<file path="config.mk">
export PLATFORM = sky130hd
export DESIGN_NAME = usr_shift_reg
export DESIGN_NICKNAME = d
export VERILOG_FILES = /design/src/rtl/usr_pkg.sv /design/src/rtl/usr_ctrl.sv /design/src/rtl/usr_core.sv /design/src/rtl/usr_shift_reg.sv
export SDC_FILE = /design/constraint.sdc
export NUM_CORES = 1
export LEC_CHECK = 0
export BUFFER_PORTS_ARGS = -buffer_cell sky130_fd_sc_hd__buf_2
export CAP_MARGIN = 5
export CORE_AREA = 2 2 39 41
export CTS_CLUSTER_SIZE = 25
export DETAILED_ROUTE_END_ITERATION = 7
export DIE_AREA = 0 0 41 43
export HOLD_SLACK_MARGIN = 0.12
export PLACE_DENSITY = 0.66
export SLEW_MARGIN = 20
export SYNTH_ARGS = -nofsm -noshare
export SYNTH_HDL_FRONTEND = slang
export SYNTH_HIERARCHICAL = 1
export SYNTH_SLANG_ARGS = --single-unit
</file>
<file path="constraint.sdc">
create_clock -name clk -period 1 [get_ports clk]
set_clock_uncertainty 0.05 [all_clocks]
set_input_delay 0.05 -clock clk [delete_from_list [all_inputs] [get_ports clk]]
set_output_delay 0.05 -clock clk [all_outputs]
set_load 0.005 [all_outputs]
</file>
<file path="src/rtl/usr_pkg.sv">
// Package: shared mode encoding for the universal shift register.
// Assumes the select pair is packed as {sel1, sel0}.
package usr_pkg;
    typedef enum logic [1:0] {
        MODE_HOLD = 2'b00,
        MODE_SHR  = 2'b01,
        MODE_SHL  = 2'b10,
        MODE_LOAD = 2'b11
    } usr_mode_e;
endpackage

</file>
<file path="src/rtl/usr_ctrl.sv">
// Module: usr_ctrl
// Turns the select pair into a mode and computes the bus drive enable.
// Assumes both output controls are active low. The drivers are always off
// in load mode, so an external source can own the bus.
module usr_ctrl
    import usr_pkg::*;
(
    input  logic      sel0,
    input  logic      sel1,
    input  logic      oe_a_n,
    input  logic      oe_b_n,
    output usr_mode_e mode,
    output logic      drive_en
);
    // Purpose: decode the mode and gate the drivers.
    always_comb begin
        mode     = usr_mode_e'({sel1, sel0});
        drive_en = (mode != MODE_LOAD) && !oe_a_n && !oe_b_n;
    end
endmodule

</file>
<file path="src/rtl/usr_core.sv">
// Module: usr_core
// The storage bits together with the next-value selection for each bit.
// Assumes the clear is asynchronous and active low. Bit 0 takes the right
// serial input and bit WIDTH-1 takes the left serial input.
module usr_core
    import usr_pkg::*;
#(
    parameter int WIDTH = 8
) (
    input  logic             clk,
    input  logic             clr_n,
    input  usr_mode_e        mode,
    input  logic             ser_r,
    input  logic             ser_l,
    input  logic [WIDTH-1:0] par_in,
    output logic [WIDTH-1:0] q
);
    localparam int MSB = WIDTH - 1;

    logic [WIDTH-1:0] nxt;

    for (genvar i = 0; i < WIDTH; i++) begin : g_bit
        logic from_lo;
        logic from_hi;
        if (i == 0) begin : g_lo_edge
            assign from_lo = ser_r;
        end else begin : g_lo_mid
            assign from_lo = q[i-1];
        end
        if (i == MSB) begin : g_hi_edge
            assign from_hi = ser_l;
        end else begin : g_hi_mid
            assign from_hi = q[i+1];
        end
        assign nxt[i] = (mode == MODE_LOAD) ? par_in[i] :
                        (mode == MODE_SHR)  ? from_lo   :
                        (mode == MODE_SHL)  ? from_hi   : q[i];
    end

    // Purpose: store the next word; the clear takes priority over the clock.
    always_ff @(posedge clk or negedge clr_n) begin
        if (!clr_n) begin
            q <= '0;
        end else begin
            q <= nxt;
        end
    end
endmodule

</file>
<file path="src/rtl/usr_shift_reg.sv">
// Module: usr_shift_reg (top)
// An eight-bit universal shift register on a split bidirectional bus.
// Assumes a tri-state stage outside this block combines bus_out and bus_oe
// onto the pads. The serial taps are valid whether or not the bus is driven.
module usr_shift_reg
    import usr_pkg::*;
#(
    parameter int WIDTH = 8
) (
    input  logic             clk,
    input  logic             clr_n,
    input  logic             sel0,
    input  logic             sel1,
    input  logic             oe_a_n,
    input  logic             oe_b_n,
    input  logic             ser_r_in,
    input  logic             ser_l_in,
    input  logic [WIDTH-1:0] bus_in,
    output logic [WIDTH-1:0] bus_out,
    output logic             bus_oe,
    output logic             q_lsb,
    output logic             q_msb
);
    usr_mode_e        mode;
    logic [WIDTH-1:0] q;

    usr_ctrl i_ctrl (
        .sel0     (sel0),
        .sel1     (sel1),
        .oe_a_n   (oe_a_n),
        .oe_b_n   (oe_b_n),
        .mode     (mode),
        .drive_en (bus_oe)
    );

    usr_core #(.WIDTH(WIDTH)) i_core (
        .clk    (clk),
        .clr_n  (clr_n),
        .mode   (mode),
        .ser_r  (ser_r_in),
        .ser_l  (ser_l_in),
        .par_in (bus_in),
        .q      (q)
    );

    // Purpose: expose the stored word and its two end taps.
    always_comb begin
        bus_out = q;
        q_lsb   = q[0];
        q_msb   = q[WIDTH-1];
    end
endmodule

</file>
# Yosys cells after proc, flatten, opt, wreduce, memory -nomap -nowiden
# Index checks and enable logic that the tools add are counted.
word_totals:
  output_inout_bits: 11
  reg_bits: 8
  word_cells: 34
op_classes:
  muxes: 24
  reduce_logical: 5
  eq_ne: 4
op_table:
  columns: ["operator", "count"]
  rows:
  - ["$mux 1", 24]
  - ["$eq 2x2->1 const B", 2]
  - ["$reduce_bool 3->1", 1]
  - ["$eq 2x1->1 const B", 1]
  - ["$logic_and 1x1->1", 2]
  - ["$logic_not 1->1", 2]
  - ["$ne 2x2->1 const B", 1]

# Depth between registers and ports, before layout
logic_depth:
  depth_word: 4
  mapped_depth: 3
  ltp_nobuf: 1

# By module
# The synthesis kept the hierarchy.
by_module_without_submodules:
  columns: ["module", "seq_area_each_um2", "cells_each", "instances", "area_each_um2"]
  rows:
  - ["usr_core", 200.2, 18, 1, 402.9]
  - ["usr_ctrl", 0.0, 3, 1, 27.5]
  - ["usr_shift_reg", 0.0, 2, 1, 15.0]

# Worst setup path after synthesis
# Ideal clock, no wire load.
synth_timing:
  kind: "flip-flop to flip-flop"
  startpoint: "register i_core.q[0]"
  endpoint: "register i_core.q[1]"
  setup_time_ns: 0.139
  path_stages_with_launch: 2
  slack_ns: -0.018
  arrival_time_ns: 0.830
  cell_sequence: "dfrtp_1 -> mux4_2"
synth_between:
  elab_chain_len: 2
synth_rtl:
  columns: ["item", "line_no", "rtl"]
  rows:
  - ["start, declared", "usr_core.sv:16", "output logic [WIDTH-1:0] q"]
  - ["start signal, assigned", "usr_core.sv:45", "q <= nxt;"]
  - ["$mux 1", "usr_core.sv:36", "(mode == MODE_SHR) ? from_lo :"]
  - ["$mux 1", "usr_core.sv:35", "assign nxt[i] = (mode == MODE_LOAD) ? par_in[i] :"]
# Every way passes these cells.
# A chain may end at the register's enable or synchronous reset.

==> results.sh <==
export IMPL_outcome="complete, but fails checks"
export IMPL_violations="negative setup slack"
export IMPL_clk_latency_ns=0.25
export IMPL_core_area_mm2=0.001384
export IMPL_area_growth_pct=45.51
export IMPL_ys_ff_latch=8
export IMPL_synth_top_area_cell="dfrtp_1"
export IMPL_h_tree_depth=1
export IMPL_clk_root_buffer_cell="clkbuf_4"
export IMPL_drtIter0Drc=2
export IMPL_wl_per_cell_um=14.25
export IMPL_drtPass1Iterations=2
export IMPL_synth_area_leaders="dfrtp_1 (45%), mux4_2 (40%), buf_4 (6.7%)"
export IMPL_fp_dieH_um=43
export IMPL_fin_crit_sh=1.046
export IMPL_cts_tree="built"
export IMPL_path_clk_slew_ns=0.05
export IMPL_synth_edf_count=0
export IMPL_cp_cell_sequence="mux4_2"
export IMPL_slew_violations=0
export IMPL_min_path_type="in -> reg"
export IMPL_path_max_fanout=4
export IMPL_fin_crit_ns=1.046
export IMPL_synth_distinct_cells=5
export IMPL_drcViolationCount=0
export IMPL_start_kind="register"
export IMPL_final_hold_violation_count=0
export IMPL_timing_hold_ws_ns=0.06736
export IMPL_use_met2=0.1813
export IMPL_syn_inst=23
export IMPL_use_met3=0.07853
export IMPL_async_flop_share=1.000
export IMPL_postCtsHoldBufs=2
export IMPL_cts_buffer_depth=2
export IMPL_synth_top_area_frac=0.4494
export IMPL_boundaryPins=27
export IMPL_use_met1=0.1626
export IMPL_grt_max_degree=10
export IMPL_maxSlewHeadroom=0.8191
export IMPL_numClockSinks=8
export IMPL_drt_antenna_violating_nets=0
export IMPL_setup_viol=8
export IMPL_synth_fp_nets=39
export IMPL_largest_reg_flops=8
export IMPL_io_buffer_count=26
export IMPL_syn_mean_instance_area_um2=19.37
export IMPL_critical_path_required_ns=1.07
export IMPL_arrival_ns=1.11
export IMPL_ys_flop_type="dfrtp_1"
export IMPL_grt_pass1_vias=319
export IMPL_end_kind="register"
export IMPL_die_width_um=41
export IMPL_instances_no_fill=68
export IMPL_path_class="reg -> reg"
export IMPL_worst_pin_slew_ns=0.2714
export IMPL_yosysSeqAreaShare=0.4494
export IMPL_antenna_found_initial=0
export IMPL_ir_drop_mv=0.9165
export IMPL_max_cap_violations=0
export IMPL_fmax_mhz=955.7
export IMPL_path_delay_family="multiplexers"
export IMPL_routabilityCongestion=0.7085
export IMPL_synth_cell_area_um2=445.4
export IMPL_grt_ovfl_total=0
export IMPL_hpwl_um=729.5
export IMPL_power_mw=1.059
export IMPL_drive_gt1_frac=0.8077
export IMPL_yosysWarnings=6
export IMPL_worst_slack_ns=-0.04639
export IMPL_start_util=0.3219
export IMPL_fin_nets=70
export IMPL_grt_pass1_wl_um=1414
export IMPL_row_count=14
export IMPL_die_area_mm2=0.001763
export IMPL_rsz0062_at_grt="yes"
export IMPL_wl_um=969
export IMPL_top_register="i_core/q"
export IMPL_numCtsBuffers=3
export IMPL_grt_use_total=0.1263
export IMPL_leakage_nw=0.3025
export IMPL_busiest_layer="met2"
export IMPL_vias=332
export IMPL_critPathBufInv=0
export IMPL_cpPeakStageDelay_ns=0.46
export IMPL_diodes=0
export IMPL_power_density_mw_per_mm2=1633
export IMPL_ys_top_cells_by_count="dfrtp_1 (8), mux4_2 (8), buf_4 (4)"
export IMPL_place_inst=62
export IMPL_critPathSlowestCell="mux4_2"
export IMPL_routed_via_density=4.882
export IMPL_top_regs="i_core/q (8)"
==> cell type report <==
| class | instances | area [um^2] |
|---|---|---|
| well taps | 16 | 20.02 |
| clock buffers | 3 | 22.52 |
| multi-input cells | 9 | 192.7 |
| fillers | 126 | 735.7 |
| flip-flops and latches | 8 | 200.2 |
| repair buffers | 32 | 212.7 |
==> layout by cell type, fill, tap and decap left out <==
cell           count
dfrtp_1            8
mux4_2             8
dlygate4sd3_1      2
buf_4              2
buf_6              6
clkbuf_4           3
buf_2             22
a211oi_2           1
==> where the power goes <==
part           internal, mW  total, mW  leakage (nW)  switching, mW
Clock                 0.137      0.241        0.0138          0.104
Combinational         0.253      0.355         0.195          0.102
Sequential            0.395      0.462        0.0937         0.0675
==> kinds of logic after synthesis <==
logic type,after synthesis,share of synthesized area
mux,8,0.4045
flops,8,0.4494
buf+inv,6,0.1180
compound gates,1,0.02809
==> metrics by stage <==
| step | worst slack [ns] | cell area, um^2 | setup TNS [ns] | util |
|---|---|---|---|---|
| floorplan | -0.01823 | 445.4 | -0.1233 | - |
| global placement | -0.03672 | 565.5 | -0.2542 | 0.4087 |
| detailed placement | -0.04980 | 565.5 | -0.3265 | 0.4087 |
| CTS | -0.05263 | 608.1 | -0.3614 | 0.4394 |
| global route | -0.07672 | 648.1 | -0.6901 | 0.4684 |
| finish | -0.04639 | 648.1 | -0.3232 | 0.4684 |
==> timing repair <==
item                                   4_1_cts  5_1_grt
resized for setup                            0        6
setup endpoints to repair                    8       10
cloned                                       0        0
endpoints found under the hold margin       16        8
setup buffers                                0        1
==> metal layers <==
layer,part of all wire,wire [um],vias up
met4,0,0,0
met5,0,0,-
met2,0.50,485,22
met1,0.39,380,160
li1,-,-,150
met3,0.11,103,0
==> path summary, 6_finish.rpt <==
| path | depth (start not counted) | from | endpoint | slack (ns) |
|---|---|---|---|---|
| min in group asynchronous | 3 | clr_n | i_core/q[6] | 0.66 |
| worst max register to register | 1 | i_core/q[2] | i_core/q[2] | -0.05 |
| worst max-delay path | 1 | i_core/q[2] | i_core/q[2] | -0.05 |
| max in group asynchronous | 3 | clr_n | i_core/q[1] | 0.07 |
| worst min-delay path | 2 | bus_in[7] | i_core/q[7] | 0.07 |
| worst min register to register | 1 | i_core/q[3] | i_core/q[4] | 0.58 |
(Power assumes the default switching activity.)
